[config.mk]
export PLATFORM = sky130hd
export DESIGN_NAME = dualwiper_spi_ctrl
export DESIGN_NICKNAME = d
export VERILOG_FILES = /design/src/rtl/dualwiper_pkg.sv /design/src/rtl/dualwiper_sync.sv /design/src/rtl/dualwiper_frame.sv /design/src/rtl/dualwiper_bank.sv /design/src/rtl/dualwiper_spi_ctrl.sv
export SDC_FILE = /design/constraint.sdc
export NUM_CORES = 1
export LEC_CHECK = 0
export BUFFER_PORTS_ARGS = -buffer_cell sky130_fd_sc_hd__buf_2
export CORE_MARGIN = 2
export CORE_UTILIZATION = 25
export DETAILED_ROUTE_END_ITERATION = 8
export GPL_ROUTABILITY_DRIVEN = 0
export SLEW_MARGIN = 20
export SYNTH_ARGS = -nofsm -noshare
export SYNTH_HDL_FRONTEND = slang
export SYNTH_HIERARCHICAL = 1
export SYNTH_SLANG_ARGS = --single-unit
[constraint.sdc]
create_clock -name clk -period 5.13 [get_ports clk]
set_input_delay 0 -clock clk [delete_from_list [all_inputs] [get_ports clk]]
set_output_delay 0 -clock clk [all_outputs]
set_load 0.01 [all_outputs]
[src/rtl/dualwiper_pkg.sv]
package dualwiper_pkg;

  // Ideal tap resistance in ohms: floor(taps * rab / steps) + 2 * rw
  function automatic logic [31:0] tap_res(input logic [31:0] taps,
                                          input logic [31:0] rab,
                                          input logic [31:0] rw,
                                          input logic [31:0] steps);
    return ((taps * rab) / steps) + (rw << 1);
  endfunction

endpackage

[src/rtl/dualwiper_sync.sv]
module dualwiper_sync #(
  parameter int unsigned WIDTH   = 3,
  parameter logic [WIDTH-1:0] RST_VAL = '0
) (
  input  logic             clk,
  input  logic             rst_n,
  input  logic [WIDTH-1:0] async_i,
  output logic [WIDTH-1:0] sync_o
);
  logic [WIDTH-1:0] meta_q;
  logic [WIDTH-1:0] sync_q;

  always_ff @(posedge clk or negedge rst_n) begin
    if (!rst_n) begin
      meta_q <= RST_VAL;
      sync_q <= RST_VAL;
    end else begin
      meta_q <= async_i;
      sync_q <= meta_q;
    end
  end

  assign sync_o = sync_q;
endmodule

[src/rtl/dualwiper_frame.sv]
module dualwiper_frame #(
  parameter int unsigned CODE_W = 8
) (
  input  logic              clk,
  input  logic              rst_n,
  input  logic              cs_n_s,
  input  logic              sclk_s,
  input  logic              sdi_s,
  output logic              commit_o,
  output logic              addr_o,
  output logic [CODE_W-1:0] code_o
);
  localparam int unsigned WORD_W = CODE_W + 1;
  localparam int unsigned CNT_W  = $clog2(WORD_W + 1);

  logic              cs_prev_q, sclk_prev_q;
  logic [WORD_W-1:0] shift_q, shift_d;
  logic [CNT_W-1:0]  cnt_q, cnt_d;
  logic              cs_rise, sclk_rise, shift_en, cnt_full;

  assign cs_rise   = cs_n_s & ~cs_prev_q;
  assign sclk_rise = sclk_s & ~sclk_prev_q;
  assign shift_en  = sclk_rise & ~cs_n_s;
  assign cnt_full  = (cnt_q == CNT_W'(WORD_W));

  always_comb begin
    shift_d = shift_q;
    cnt_d   = cnt_q;
    if (cs_rise) begin
      cnt_d = '0;
    end else if (shift_en) begin
      shift_d = {shift_q[WORD_W-2:0], sdi_s};
      if (!cnt_full) cnt_d = cnt_q + 1'b1;
    end
  end

  always_ff @(posedge clk or negedge rst_n) begin
    if (!rst_n) begin
      cs_prev_q   <= 1'b1;
      sclk_prev_q <= 1'b0;
      cnt_q       <= '0;
    end else begin
      cs_prev_q   <= cs_n_s;
      sclk_prev_q <= sclk_s;
      cnt_q       <= cnt_d;
    end
  end

  always_ff @(posedge clk or negedge rst_n) begin
    if (!rst_n) shift_q <= '0;
    else if (shift_en) shift_q <= shift_d;
  end

  assign commit_o = cs_rise & cnt_full;
  assign addr_o   = shift_q[WORD_W-1];
  assign code_o   = shift_q[CODE_W-1:0];
endmodule

[src/rtl/dualwiper_bank.sv]
module dualwiper_bank
  import dualwiper_pkg::*;
#(
  parameter int unsigned CODE_W   = 8,
  parameter int unsigned RES_W    = 24,
  parameter int unsigned RAB_OHMS = 10000,
  parameter int unsigned RW_OHMS  = 50
) (
  input  logic                clk,
  input  logic                rst_n,
  input  logic                commit_i,
  input  logic                addr_i,
  input  logic [CODE_W-1:0]   code_i,
  output logic [2*CODE_W-1:0] wiper_o,
  output logic [1:0]          upd_o,
  output logic [2*RES_W-1:0]  res_wb_o,
  output logic [2*RES_W-1:0]  res_wa_o
);
  localparam int unsigned NCH   = 2;
  localparam int unsigned STEPS = 1 << CODE_W;
  localparam logic [CODE_W-1:0] MID_CODE = CODE_W'(1) << (CODE_W - 1);

  for (genvar g = 0; g < NCH; g++) begin : g_ch
    logic [CODE_W-1:0] code_q;
    logic              upd_q;
    logic              wr_en;
    logic [31:0]       wb_full, wa_full;

    assign wr_en = commit_i & (addr_i == 1'(g));

    always_ff @(posedge clk or negedge rst_n) begin
      if (!rst_n) code_q <= MID_CODE;
      else if (wr_en) code_q <= code_i;
    end

    always_ff @(posedge clk or negedge rst_n) begin
      if (!rst_n) upd_q <= 1'b0;
      else upd_q <= wr_en;
    end

    assign wb_full = tap_res(32'(code_q), 32'(RAB_OHMS), 32'(RW_OHMS), 32'(STEPS));
    assign wa_full = tap_res(32'(STEPS) - 32'(code_q), 32'(RAB_OHMS), 32'(RW_OHMS),
                             32'(STEPS));

    assign wiper_o[g*CODE_W +: CODE_W] = code_q;
    assign upd_o[g]                    = upd_q;
    assign res_wb_o[g*RES_W +: RES_W]  = wb_full[RES_W-1:0];
    assign res_wa_o[g*RES_W +: RES_W]  = wa_full[RES_W-1:0];
  end
endmodule

[src/rtl/dualwiper_spi_ctrl.sv]
module dualwiper_spi_ctrl #(
  parameter int unsigned CODE_W   = 8,
  parameter int unsigned RES_W    = 24,
  parameter int unsigned RAB_OHMS = 10000,
  parameter int unsigned RW_OHMS  = 50
) (
  input  logic                clk,
  input  logic                rst_n,
  input  logic                cs_n,
  input  logic                sclk,
  input  logic                sdi,
  output logic [2*CODE_W-1:0] wiper_o,
  output logic [1:0]          upd_o,
  output logic [2*RES_W-1:0]  res_wb_o,
  output logic [2*RES_W-1:0]  res_wa_o
);
  logic              rst_meta_q, rst_int_n;
  logic [2:0]        line_s;
  logic              commit;
  logic              addr;
  logic [CODE_W-1:0] code;

  // asynchronous assert, synchronous release
  always_ff @(posedge clk or negedge rst_n) begin
    if (!rst_n) begin
      rst_meta_q <= 1'b0;
      rst_int_n  <= 1'b0;
    end else begin
      rst_meta_q <= 1'b1;
      rst_int_n  <= rst_meta_q;
    end
  end

  // bit 2: select (idles high), bit 1: serial clock, bit 0: data
  dualwiper_sync #(.WIDTH(3), .RST_VAL(3'b100)) sync_i (
    .clk     (clk),
    .rst_n   (rst_int_n),
    .async_i ({cs_n, sclk, sdi}),
    .sync_o  (line_s)
  );

  dualwiper_frame #(.CODE_W(CODE_W)) frame_i (
    .clk      (clk),
    .rst_n    (rst_int_n),
    .cs_n_s   (line_s[2]),
    .sclk_s   (line_s[1]),
    .sdi_s    (line_s[0]),
    .commit_o (commit),
    .addr_o   (addr),
    .code_o   (code)
  );

  dualwiper_bank #(
    .CODE_W(CODE_W), .RES_W(RES_W), .RAB_OHMS(RAB_OHMS), .RW_OHMS(RW_OHMS)
  ) bank_i (
    .clk      (clk),
    .rst_n    (rst_int_n),
    .commit_i (commit),
    .addr_i   (addr),
    .code_i   (code),
    .wiper_o  (wiper_o),
    .upd_o    (upd_o),
    .res_wb_o (res_wb_o),
    .res_wa_o (res_wa_o)
  );
endmodule

# == Yosys cells after proc, flatten, opt, wreduce, memory -nomap -nowiden ==
# Index checks and enable logic that the tools add are counted.
# word_totals
register_bits,41
inputBits,5
elab_cells,42
# op_classes
n_addsub,7
mul,4
n_eq_ne,2
muxes,3
bitwise,11
reduce_logical,3
# ops
cell,n
$mul A32 B10 Y28 const B,2
$add A24 B7 Y24 const B,2
$mul A8 B10 Y18 const B,2
$add A14 B7 Y15 const B,2
$sub A9 B8 Y10 const A,2
$mux W4,3
$and A1 B1 Y1,6
$not A1 Y1,5
$add A4 B1 Y4 const B,1
$eq A4 B4 Y1 const B,1
$reduce_and A2 Y1,2
$ne A2 B1 Y1 const B,1
$reduce_bool A2 Y1,1

# == Longest topological paths before layout ==
# depth
depth_word,5
depth_mapped,24
mapped_depth_nobuf,23

# == Cells and area by module ==
# Netlist, hierarchy kept.
# modules_own_cells
module,n_inst,cells_each,area_per_inst_um2,seq_area_each_um2
dualwiper_bank,1,851,7412.1,452.9
dualwiper_frame,1,43,645.6,376.6
dualwiper_sync,1,6,152.6,152.6
dualwiper_spi_ctrl,1,3,53.8,50.0

# == Worst setup path after synthesis ==
# OpenSTA, ideal clock, no wires.
# synth_path
path_kind,register to output
from,register bank_i.g_ch[1].code_q[0]
to,output res_wa_o[37]
t_arrival_ps,5561
t_required_ps,5130
slack_ps,-431
path_stages_with_launch,23
n_path_buf,0
cell_sequence,dfrtp_1 inv_1 ha_1 nand2_1 nor3_1 xnor2_1 inv_1 fa_1 inv_1 ha_1 inv_1 fa_1 inv_1 ha_1 ha_1 ha_1 or2_2 and4_1 a21oi_2 xnor2_1 nor4bb_2 nor2b_4 xor2_1
# synth_between
elab_chain_len,3
# synth_rtl
item,line,text
start: declaration,dualwiper_bank.sv:24,logic [CODE_W-1:0] code_q;
start signal: assignment,dualwiper_bank.sv:33,else if (wr_en) code_q <= code_i;
$sub A9 B8 Y10,dualwiper_bank.sv:42,"assign wa_full = tap_res(32'(STEPS) - 32'(code_q), 32'(RAB_OHMS), 32'(RW_OHMS),"
$mul A32 B10 Y28,dualwiper_pkg.sv:8,return ((taps * rab) / steps) + (rw << 1);
$add A24 B7 Y24,dualwiper_pkg.sv:8,
end: declaration,dualwiper_spi_ctrl.sv:15,output logic [2*RES_W-1:0] res_wa_o
# Every way passes these cells.

# == Worst setup path after layout ==
# layout_path
from,register bank_i.g_ch[0].code_q[1]
to,output res_wa_o[15]
# layout_between
elab_chain_len,3
# layout_rtl
item,line
start: declaration,dualwiper_bank.sv:24
start signal: assignment,dualwiper_bank.sv:33
$sub A9 B8 Y10,dualwiper_bank.sv:42
$mul A32 B10 Y28,dualwiper_pkg.sv:8
$add A24 B7 Y24,dualwiper_pkg.sv:8
# Every way passes these cells.

==> metrics.txt <==
I/O pin cnt 119; P&R area growth vs syn 35.40%; Iteration-0 DRC Markers 120; Pre-Repair DR Iteration Count 4; ys flop type dfrtp_1; Synth Area in XOR/XNOR 11.28%; outcome finished with violations; dpl cells 1498; largest net degree at the start of global routing 40; TritonCTS clock tree yes; grt ovf 0; Clk Latency, worst-skew pair 0.28 ns; row count 66; CP peak stage delay 0.52 ns; total track usage 10.48%; mux contribution to synthesized area 1.832%; DR vias 6647; initial core utilization 25.40%; Netlist cell types 81; clk_skew 0.008877 ns; H-tree depth 2; RSZ-0062 raised after global routing true; Clock Power Share 38.1%; Layout Utilization 34.39%; antenna violations before repair 0; Final nets 1350; global-route wire length before repair 30230 um; Hold Crit Class input pin to async pin; Reg power frac 50.7%; EDFF count, synth 0; main combinational cell family by area after synthesis adder cells; Sw Ratio 25.94%; Power Density 70.40 mW/mm^2; Synth Area in Adders 40.67%; Hold Fails Final Rpt 0; Buffers on Ports 84; Num CTS Buffers 5; clock slew at reported path FFs 0.06 ns; die area 0.03453 mm^2; Worst EP required 5.13 ns; Max Slew Vio Count 0; Tcrit/Tclk final 101.0%; Final WS setup -0.05159 ns; Worst Path Max Fanout 4; sequential share of the synthesized area 12.49%; syn_area_per_cell 9.152 um^2; Slowest cell on crit path fa_1; f_max 0.1930 GHz; core area 0.03254 mm^2; layout cell share with drive strength beyond 1 35.02%; Critical Path AT 5.18 ns; Final min period 5.182 ns; Worst path most repeated cell ha_4; worst ir drop on vdd 0.1219 mV; Net Sw Power 204.3 uW; width of the die 185.8 um; startpoint types register; final setup fails 1; mapped cell area 0.008264 mm^2; Die Ht 185.8 um; Yosys Warn Count 6; top post-synthesis cells by area ha_1 (30%), fa_1 (11%), dfrtp_1 (11%); Pint 583.4 uW; critical path class register to primary output; failing checks negative setup slack; mean routed wirelength per cell 12.12 um; max-cap violations 0; number of global-route vias before repair 6523; Routed Antenna Nets 0; Gate power share 11.2%; critical path endpoint category primary output; Root Buffer clkbuf_16; largest area contributor in the netlist ha_1; post-synthesis compound-gate area fraction 11.92%; Rel. slew slack 53.08%; routed wire length 18750 um; FFs w/ async S/R, synth 100.0%; leakage power 6.091 nW; deepest clock path buffer count 2; Gate Count Post-Synth 903; Finished Layout Cells 1547; share of Yosys cell area claimed by the top area cell type 29.52%; Seq cells post-synth 41; # clock sinks 41; # diodes 0; pin slew with the least headroom to its limit 0.7030 ns; Vias/cell 4.297; DP HPWL 14770 um; simple-gate share of the synthesized area 11.11%; DRC Markers 0
## kinds of logic after synthesis
| group | after synthesis |
|---|---|
| compound gates | 144 |
| xor+xnor | 103 |
| fa+ha+maj | 241 |
| buf+inv | 195 |
| flops | 41 |
| mux | 14 |
| other cells | 2 |
| simple gates | 163 |
## per-stage QoR
step / worst slack, ns / setup TNS (ns) / area [um^2] / power (mW) / hold WS (ns)
global route: -0.2716 / -1.570 / 11190 / 0.8263 / 0.03343
global placement: 0.02527 / 0 / 9749 / 0.4825 / -0.2142
CTS: -0.1347 / -0.2366 / 10630 / 0.7946 / 0.02309
finish: -0.05159 / -0.05159 / 11190 / 0.7877 / 0.04173
detailed placement: -0.08466 / -0.3136 / 9749 / 0.4847 / -0.2125
floorplan: -0.01349 / -0.01349 / 8489 / 0.4729 / -0.2956
## power by group through the flow
stage | Clock, mW | Combinational, mW | Sequential (mW)
3_3_place_gp | 0 | 0.0779 | 0.405
4_1_cts | 0.310 | 0.0856 | 0.399
6_report | 0.300 | 0.0881 | 0.400
5_1_grt | 0.323 | 0.0983 | 0.405
3_5_place_dp | 0 | 0.0800 | 0.405
2_1_floorplan | 0 | 0.0803 | 0.393
## timing repair
action / 4_1_cts / 5_1_grt
endpoints found under the setup margin: 13 / 16
pin swaps: 58 / 51
setup buffers: 20 / 18
resized for setup: 74 / 81
hold buffers: 4 / 0
hold endpoints to repair: 5 / 0
## worst max-delay path: cells and delay by family, from the launching register on
kind	cells	cell delay, ns
buf+inv	7	0.57
compound gates	4	0.61
flops	1	0.44
xor+xnor	2	0.31
simple gates	5	0.91
fa+ha+maj	7	2.05
## cell usage in the layout, fill, tap and decap left out, types with 26 or more instances in the layout
| cell type | count |
|---|---|
| buf_4 | 105 |
| nand2_1 | 40 |
| ha_4 | 40 |
| a21oi_1 | 26 |
| ha_1 | 151 |
| inv_1 | 133 |
| xor2_1 | 27 |
| xnor2_1 | 50 |
| conb_1 | 35 |
| fa_1 | 46 |
| dfrtp_1 | 29 |
| buf_2 | 84 |
## state kept, by name, indices dropped and copies added (netlist names)
name,count
rst_int_n,1
sync_i/sync_o,3
frame_i/sclk_prev_q,1
sync_i/meta_q,3
bank_i/g_ch.upd_q,2
frame_i/shift_q,9
frame_i/cs_prev_q,1
bank_i/g_ch.code_q,16
rst_meta_q,1
frame_i/cnt_q,4
## cells in the mapped netlist, drive strengths merged, types with 3 or more instances
cell type  instances
ha               195
inv              151
xnor2             71
nand2             47
fa                46
buf               37
a21oi             36
dfrtp             36
xor2              31
o21ai             30
nor2              22
a21o              20
nand3             18
nor3              14
mux2               9
and3               8
a211oi             7
a31oi              7
nor2b              7
or2                7
clkbuf             6
nand4              6
o2111ai            6
o21bai             6
or3                6
dfstp              5
mux2i              5
nor3b              5
o21a               5
and2               4
nand2b             4
a211o              3
a221oi             3
and4               3
o211ai             3
o31a               3
## final cells by class
| cell class | count | area, um^2 |
|---|---|---|
| flip-flops and latches | 41 | 1041 |
| clock buffers | 7 | 132.6 |
| fillers | 3338 | 21350 |
| well taps | 442 | 553.0 |
| multi-input cells | 700 | 7515 |
| inverters | 152 | 570.5 |
| clock inverters | 1 | 5.005 |
| repair buffers | 204 | 1373 |
## final timing paths
| path | to | slack, ns | cells after the start | startpoint |
|---|---|---|---|---|
| max | res_wa_o[15] | -0.05 | 25 | bank_i/g_ch[0].code_q[1]$_DFFE_PN0P_ |
| min | rst_int_n$_DFF_PN0_ | 0.04 | 2 | rst_n |
| max reg2reg | bank_i/g_ch[0].code_q[1]$_DFFE_PN0P_ | 3.00 | 5 | sync_i/sync_o[2]$_DFF_PN1_ |
| min reg2reg | sync_i/meta_q[1]$_DFF_PN0_ | 0.29 | 1 | rst_int_n$_DFF_PN0_ |
| max in group asynchronous | bank_i/g_ch[1].code_q[0]$_DFFE_PN0P_ | 4.46 | 1 | rst_int_n$_DFF_PN0_ |
| min in group clk | sync_i/sync_o[0]$_DFF_PN0_ | 0.35 | 0 | sync_i/meta_q[0]$_DFF_PN0_ |
## routing by layer
layer  GRT usage [%]  wire, um  vias to the layer above
li1                -         -                     3388
met1           14.22      8988                     3164
met2           18.51      9220                       93
met3           1.252       512                        2
met4          0.7559        32                        0
met5               0         0                        -
(Power assumes the default switching activity.)
